<file path="src/rtl/intc_pkg.sv">
package intc_pkg;
  localparam int DW       = 32;
  localparam int B0_SRC   = 8;
  localparam int BANK_SRC = 32;
  localparam int N_FP1    = 5;
  localparam int N_FP2    = 6;
  localparam int SUM1_BIT = 8;
  localparam int SUM2_BIT = 9;
  localparam int FP_BASE  = 10;
  localparam int FIQ_EN_BIT = 7;
  localparam int FIQ_IDX_W  = 7;

  localparam int FP1_SRC [N_FP1] = '{7, 9, 10, 18, 19};
  localparam int FP2_SRC [N_FP2] = '{21, 22, 23, 24, 25, 30};

  localparam int OFF_PEND0 = 'h00;
  localparam int OFF_PEND1 = 'h04;
  localparam int OFF_PEND2 = 'h08;
  localparam int OFF_FIQ   = 'h0C;
  localparam int OFF_SET1  = 'h10;
  localparam int OFF_SET2  = 'h14;
  localparam int OFF_SET0  = 'h18;
  localparam int OFF_CLR1  = 'h1C;
  localparam int OFF_CLR2  = 'h20;
  localparam int OFF_CLR0  = 'h24;

  typedef enum logic [3:0] {
    SEL_NONE, SEL_PEND0, SEL_PEND1, SEL_PEND2, SEL_FIQ,
    SEL_SET0, SEL_SET1, SEL_SET2, SEL_CLR0, SEL_CLR1, SEL_CLR2
  } reg_sel_e;

  function automatic logic [BANK_SRC-1:0] fp1_mask();
    logic [BANK_SRC-1:0] m = '0;
    for (int k = 0; k < N_FP1; k++) m[FP1_SRC[k]] = 1'b1;
    return m;
  endfunction

  function automatic logic [BANK_SRC-1:0] fp2_mask();
    logic [BANK_SRC-1:0] m = '0;
    for (int k = 0; k < N_FP2; k++) m[FP2_SRC[k]] = 1'b1;
    return m;
  endfunction
endpackage

</file>
<file path="src/rtl/intc_regs.sv">
module intc_regs
  import intc_pkg::*;
#(
  parameter int ADDR_W = 8
) (
  input  logic                clk_i,
  input  logic                rst_ni,
  input  logic [ADDR_W-1:0]   addr_i,
  input  logic                we_i,
  input  logic [DW-1:0]       wdata_i,
  output reg_sel_e            sel_o,
  output logic [B0_SRC-1:0]   en0_o,
  output logic [BANK_SRC-1:0] en1_o,
  output logic [BANK_SRC-1:0] en2_o,
  output logic [7:0]          fiq_ctl_o
);
  logic [ADDR_W-1:0] addr_al;
  logic [B0_SRC-1:0] en0_q;
  logic [7:0]        fiq_q;
  logic [BANK_SRC-1:0] en_hi_q [2];

  assign addr_al = {addr_i[ADDR_W-1:2], 2'b00};

  always_comb begin
    case (addr_al)
      ADDR_W'(OFF_PEND0): sel_o = SEL_PEND0;
      ADDR_W'(OFF_PEND1): sel_o = SEL_PEND1;
      ADDR_W'(OFF_PEND2): sel_o = SEL_PEND2;
      ADDR_W'(OFF_FIQ):   sel_o = SEL_FIQ;
      ADDR_W'(OFF_SET0):  sel_o = SEL_SET0;
      ADDR_W'(OFF_SET1):  sel_o = SEL_SET1;
      ADDR_W'(OFF_SET2):  sel_o = SEL_SET2;
      ADDR_W'(OFF_CLR0):  sel_o = SEL_CLR0;
      ADDR_W'(OFF_CLR1):  sel_o = SEL_CLR1;
      ADDR_W'(OFF_CLR2):  sel_o = SEL_CLR2;
      default:            sel_o = SEL_NONE;
    endcase
  end

  // bank 0: only the 8 direct source enables exist
  always_ff @(posedge clk_i or negedge rst_ni) begin
    if (!rst_ni) begin
      en0_q <= '0;
      fiq_q <= '0;
    end else if (we_i) begin
      if (sel_o == SEL_SET0) en0_q <= en0_q | wdata_i[B0_SRC-1:0];
      if (sel_o == SEL_CLR0) en0_q <= en0_q & ~wdata_i[B0_SRC-1:0];
      if (sel_o == SEL_FIQ)  fiq_q <= wdata_i[7:0];
    end
  end

  for (genvar b = 0; b < 2; b++) begin : g_bank
    localparam reg_sel_e SET_S = (b == 0) ? SEL_SET1 : SEL_SET2;
    localparam reg_sel_e CLR_S = (b == 0) ? SEL_CLR1 : SEL_CLR2;
    always_ff @(posedge clk_i or negedge rst_ni) begin
      if (!rst_ni)                      en_hi_q[b] <= '0;
      else if (we_i && sel_o == SET_S)  en_hi_q[b] <= en_hi_q[b] | wdata_i;
      else if (we_i && sel_o == CLR_S)  en_hi_q[b] <= en_hi_q[b] & ~wdata_i;
    end
  end

  assign en0_o     = en0_q;
  assign en1_o     = en_hi_q[0];
  assign en2_o     = en_hi_q[1];
  assign fiq_ctl_o = fiq_q;
endmodule

</file>
<file path="src/rtl/intc_pend.sv">
module intc_pend
  import intc_pkg::*;
(
  input  logic [B0_SRC-1:0]   src_b0_i,
  input  logic [BANK_SRC-1:0] src_b1_i,
  input  logic [BANK_SRC-1:0] src_b2_i,
  input  logic [B0_SRC-1:0]   en0_i,
  input  logic [BANK_SRC-1:0] en1_i,
  input  logic [BANK_SRC-1:0] en2_i,
  output logic [DW-1:0]       pend0_o,
  output logic [BANK_SRC-1:0] pend1_o,
  output logic [BANK_SRC-1:0] pend2_o
);
  localparam logic [BANK_SRC-1:0] FP1_M = fp1_mask();
  localparam logic [BANK_SRC-1:0] FP2_M = fp2_mask();
  localparam int FP2_BASE = FP_BASE + N_FP1;
  localparam int TOP_BIT  = FP2_BASE + N_FP2;

  logic [N_FP1-1:0] fp1;
  logic [N_FP2-1:0] fp2;

  assign pend1_o = src_b1_i & en1_i;
  assign pend2_o = src_b2_i & en2_i;

  for (genvar k = 0; k < N_FP1; k++) begin : g_fp1
    assign fp1[k] = pend1_o[FP1_SRC[k]];
  end
  for (genvar k = 0; k < N_FP2; k++) begin : g_fp2
    assign fp2[k] = pend2_o[FP2_SRC[k]];
  end

  always_comb begin
    pend0_o                        = '0;
    pend0_o[B0_SRC-1:0]            = src_b0_i & en0_i;
    // summary ignores sources already visible as fast-path bits
    pend0_o[SUM1_BIT]              = |(pend1_o & ~FP1_M);
    pend0_o[SUM2_BIT]              = |(pend2_o & ~FP2_M);
    pend0_o[FP2_BASE-1:FP_BASE]    = fp1;
    pend0_o[TOP_BIT-1:FP2_BASE]    = fp2;
  end
endmodule

</file>
<file path="src/rtl/intc_fiq.sv">
module intc_fiq
  import intc_pkg::*;
(
  input  logic [B0_SRC-1:0]   src_b0_i,
  input  logic [BANK_SRC-1:0] src_b1_i,
  input  logic [BANK_SRC-1:0] src_b2_i,
  input  logic [7:0]          fiq_ctl_i,
  output logic                fiq_o
);
  localparam int N_ALL = 2 * BANK_SRC + B0_SRC;

  logic [N_ALL-1:0]     flat;
  logic [FIQ_IDX_W-1:0] idx;
  logic                 hit;

  // flat order: bank 1, bank 2, bank 0
  assign flat = {src_b0_i, src_b2_i, src_b1_i};
  assign idx  = fiq_ctl_i[FIQ_IDX_W-1:0];

  always_comb begin
    hit = 1'b0;
    for (int i = 0; i < N_ALL; i++)
      if (32'(idx) == i) hit = flat[i];
  end

  assign fiq_o = hit & fiq_ctl_i[FIQ_EN_BIT];
endmodule

</file>
<file path="src/rtl/intc_banked_top.sv">
module intc_banked_top
  import intc_pkg::*;
#(
  parameter int ADDR_W = 8
) (
  input  logic              clk_i,
  input  logic              rst_ni,
  input  logic [7:0]        src_b0_i,
  input  logic [31:0]       src_b1_i,
  input  logic [31:0]       src_b2_i,
  input  logic [ADDR_W-1:0] addr_i,
  input  logic              we_i,
  input  logic [31:0]       wdata_i,
  output logic [31:0]       rdata_o,
  output logic              irq_o,
  output logic              fiq_o
);
  reg_sel_e            sel;
  logic [B0_SRC-1:0]   en0;
  logic [BANK_SRC-1:0] en1, en2, pend1, pend2;
  logic [DW-1:0]       pend0;
  logic [7:0]          fiq_ctl;

  intc_regs #(.ADDR_W(ADDR_W)) regs_i (
    .clk_i, .rst_ni, .addr_i, .we_i, .wdata_i,
    .sel_o(sel), .en0_o(en0), .en1_o(en1), .en2_o(en2), .fiq_ctl_o(fiq_ctl)
  );

  intc_pend pend_i (
    .src_b0_i, .src_b1_i, .src_b2_i,
    .en0_i(en0), .en1_i(en1), .en2_i(en2),
    .pend0_o(pend0), .pend1_o(pend1), .pend2_o(pend2)
  );

  intc_fiq fiq_i (
    .src_b0_i, .src_b1_i, .src_b2_i, .fiq_ctl_i(fiq_ctl), .fiq_o
  );

  always_comb begin
    case (sel)
      SEL_PEND0:          rdata_o = pend0;
      SEL_PEND1:          rdata_o = pend1;
      SEL_PEND2:          rdata_o = pend2;
      SEL_FIQ:            rdata_o = DW'(fiq_ctl);
      SEL_SET0, SEL_CLR0: rdata_o = DW'(en0);
      SEL_SET1, SEL_CLR1: rdata_o = en1;
      SEL_SET2, SEL_CLR2: rdata_o = en2;
      default:            rdata_o = '0;
    endcase
  end

  assign irq_o = |pend0;
endmodule

</file>
<file path="config.mk">
export PLATFORM = sky130hd
export DESIGN_NAME = intc_banked_top
export DESIGN_NICKNAME = d
export VERILOG_FILES = /design/src/rtl/intc_pkg.sv /design/src/rtl/intc_regs.sv /design/src/rtl/intc_pend.sv /design/src/rtl/intc_fiq.sv /design/src/rtl/intc_banked_top.sv
export SDC_FILE = /design/constraint.sdc
export NUM_CORES = 1
export LEC_CHECK = 0
export ABC_CLOCK_PERIOD_IN_PS = 3000
export CAP_MARGIN = 20
export CORE_UTILIZATION = 25
export CTS_BUF_LIST = sky130_fd_sc_hd__clkbuf_4 sky130_fd_sc_hd__clkbuf_8
export CTS_CLUSTER_SIZE = 14
export DETAILED_ROUTE_END_ITERATION = 16
export GPL_ROUTABILITY_DRIVEN = 0
export REMOVE_ABC_BUFFERS = 1
export SYNTH_ARGS = -nofsm -noshare
export SYNTH_HDL_FRONTEND = slang
export SYNTH_SLANG_ARGS = --single-unit
</file>
<file path="constraint.sdc">
create_clock -name clk_i -period 3 [get_ports clk_i]
set_input_delay 0.6 -clock clk_i [delete_from_list [all_inputs] [get_ports clk_i]]
set_output_delay 0.6 -clock clk_i [all_outputs]
set_load 0.1 [all_outputs]
</file>
==> summary.txt <==
Logic synthesis
  • Register area share after synthesis: 34.6%
  • Adder-cell area share of the yosys netlist: 0%
  • Synth Area in Simple Gates: 16.4%
  • Synth cell count leaders: nand2_1 (87), dfrtp_1 (80), a22o_1 (71)
  • Post-synth EDFFs: 0
  • Main area contributors after synthesis: dfrtp_1 (35%), a22o_1 (11%), nand2_1 (5.6%), a22oi_1 (4.9%), a21o_1 (4.8%)
  • Post-synth cell types: 71
  • Cell taking the most area after synthesis: dfrtp_1
  • Synthesized area per cell: 8.57 sq um
  • Synth async-reset ratio: 100%
  • Yosys top cell area share: 34.6%
  • Cell count after synthesis: 676
  • Count leader, synth: nand2_1
  • Synthesized flop and latch total: 80
  • Xor and xnor area share after synthesis: 0%
  • Dominant synthesized flop cell: dfrtp_1
  • Synth Area in Compound Gates: 38.0%
  • Mapped Area: 5790 sq um
  • Multiplexer area fraction after synthesis: 4.15%
  • Largest family of logic cells by synthesized area: compound AO/OA/AOI/OAI gates
  • Yosys warns: 0

STA
  • PnR worst setup slack: -0.189 ns
  • Fin. max-slew vios: 0
  • Endpoints failing hold: 0
  • Final period util: 106%
  • Final min period: 3.19 ns
  • Rel. slew slack: 61.2%
  • Slew @ Worst Pin: 0.580 ns
  • Setup TNS: -0.260 ns
  • Layout Skew: 0 ns
  • Achievable clock frequency: 0.314 GHz
  • RSZ-0062 raised after global routing: yes
  • Final setup fails: 3

CTS
  • Max clock buf depth: 2
  • CTS Buf Count: 9
  • Htree depth: 3
  • Clock root buffer: clkbuf_8
  • CTS clk-pin slew, worst paths: 0.08 ns
  • Clk sinks: 80
  • Clk_lat worst skew: 0.38 ns
  • CTS tree: built

GRT
  • Antenna violations before repair: 0
  • Largest net degree at the start of global routing: 81
  • Number of global-route vias before repair: 6636
  • First-pass GRT wire length: 40100 um
  • Total grt overflow: 0
  • Total track usage: 22.7%

Worst setup path
  • Worst path max stage delay: 0.46 ns
  • Worst Setup Path Type: input pin to primary output
  • Crit path DAT: 2.59 ns
  • Element type at the critical path end: primary output
  • CP startpoint kind: input pin
  • Buffers & Inverters on Critical Path: 2
  • Slowest CP cell: mux4_2
  • Critical-path cell list: dlygate4sd2_1, mux4_2, and2_0, o41a_1, a211o_1, o2bb2ai_4, buf_12
  • CP delay by family, top: compound AO/OA/AOI/OAI gates
  • CP required: 2.40 ns
  • Worst-path fanout max: 2

Drt
  • Top routing layer in use: met4
  • WL met1: 11700 um
  • Drt first pass iters: 6
  • WL final: 27000 um
  • Routed vias: 6945
  • Met2 routed WL: 12300 um
  • Vias per Instance: 5.66
  • Met3 WL: 2010 um
  • Initial DRC Count: 845
  • Wirelength per Cell: 22.0 um
  • Drt drc: 0
  • Post-DRT Antenna Nets: 0

Outcome
  • Status: finished with violations
  • Violated checks: setup timing

Placement
  • Final HPWL DP: 20100 um
  • Port bufs: 146
  • Setup WS pre-CTS: -0.452 ns

Finish
  • Layout cells sized above 1: 29.4%
  • Syn-to-layout area delta: 65.2%
  • FF+latch area: 2010 sq um
  • Multi-input gate area: 3630 sq um
  • Fillers: 2216
  • Nets: 1053
  • Antenna diode count: 0

Hold path
  • Min-delay worst type: input pin to async pin

Power and ir drop
  • PwrDens: 391 nW/um^2
  • Peak supply drop: 0.182 mV
  • Leak pwr: 4.33 nW
  • Total Power: 3.74 mW

Floorplanning
  • Die height: 154 um
  • # IOs: 149
  • Core area: 22700 sq um
  • Initial Utilization: 25.5%
  • # rows: 55
  • Die area: 23800 sq um
  • Die width: 154 um

Job
  • Max-cap violations: 0
## power breakdown
part	total [mW]	leakage, nW	switching, mW	internal, mW
Clock	0.977	0.123	0.431	0.547
Combinational	1.33	3.16	0.670	0.664
Sequential	1.43	1.06	0.198	1.23
## cells by family after synthesis
group,after synthesis
buf+inv,91
mux,21
simple gates,185
compound gates,299
flops,80
## layer usage
metal	vias up	global-route usage [%]
met5	-	0
met4	0	9.10
met3	65	3.95
met2	374	36.1
met1	3385	30.5
li1	3121	-
## worst reg2reg max path, cell delays in order, from the launching register on
cell and delay, ns:
dfrtp_2 0.46, buf_6 0.17, buf_4 0.17, mux2_2 0.26
## path summary, 6_finish.rpt
check | from | end | slack [ns] | depth (start not counted)
max in group asynchronous | rst_ni | regs_i.fiq_ctl_o[3] | 2.22 | 2
min | rst_ni | async pin | 0.16 | 1
min in group clk_i | flop | flop | 0.54 | 1
min reg2reg | flop | flop | 0.54 | 1
max reg2reg | regs_i.fiq_ctl_o[1] | regs_i.fiq_ctl_o[1] | 1.82 | 3
max | src_b2_i[24] | fiq_o | -0.19 | 7
## cells in the final DEF (no fill, tap or decap), types with 5 or more instances in the layout
master,synthesis,final
nand3b_1,5,5
o22ai_1,14,12
nor2_2,1,5
a21oi_1,54,49
buf_6,1,5
a22o_1,71,71
mux2i_1,9,9
nand2b_1,10,9
clkdlybuf4s50_1,0,64
dlygate4sd2_1,0,31
a22oi_2,0,8
clkbuf_2,0,5
buf_12,0,49
dlymetal6s2s_1,0,8
o211ai_1,6,6
a21oi_2,0,5
nand3_1,8,8
clkbuf_8,1,9
a32oi_1,12,11
a21o_1,37,37
nand2_1,87,86
inv_1,40,40
buf_4,3,131
nor2_1,16,11
nand4_1,8,8
nor2b_1,8,7
a41oi_1,8,8
and2_1,5,5
mux2_2,9,9
o21ai_0,19,13
a22oi_1,38,30
dfrtp_1,80,76
## cell type report
class | instances | area share (%)
multi-input cells | 505 | 37.9
inverters | 40 | 1.57
well taps | 285 | 3.73
flip-flops and latches | 80 | 21.0
repair buffers | 302 | 33.4
clock inverters | 7 | 1.15
clock buffers | 9 | 1.29
## through the flow
step | utilization [%] | cells | hold WS [ns] | cell area [sq um]
floorplan | - | 625 | 0.304 | 5550
global placement | 39.2 | 1192 | 0.511 | 8900
detailed placement | 39.2 | 1192 | 0.513 | 8900
CTS | 41.4 | 1222 | 0.431 | 9410
global route | 42.2 | 1228 | 0.184 | 9570
finish | 42.2 | 1228 | 0.156 | 9570
## repair_timing
item / CTS / global route
cloned: 2 / 0
pin swaps: 19 / 22
endpoints found under the setup margin: 34 / 24
setup buffers: 12 / 5
gates resized for setup: 89 / 37
hold buffers: 0 / 0
Power figures use the tool's default switching activity.
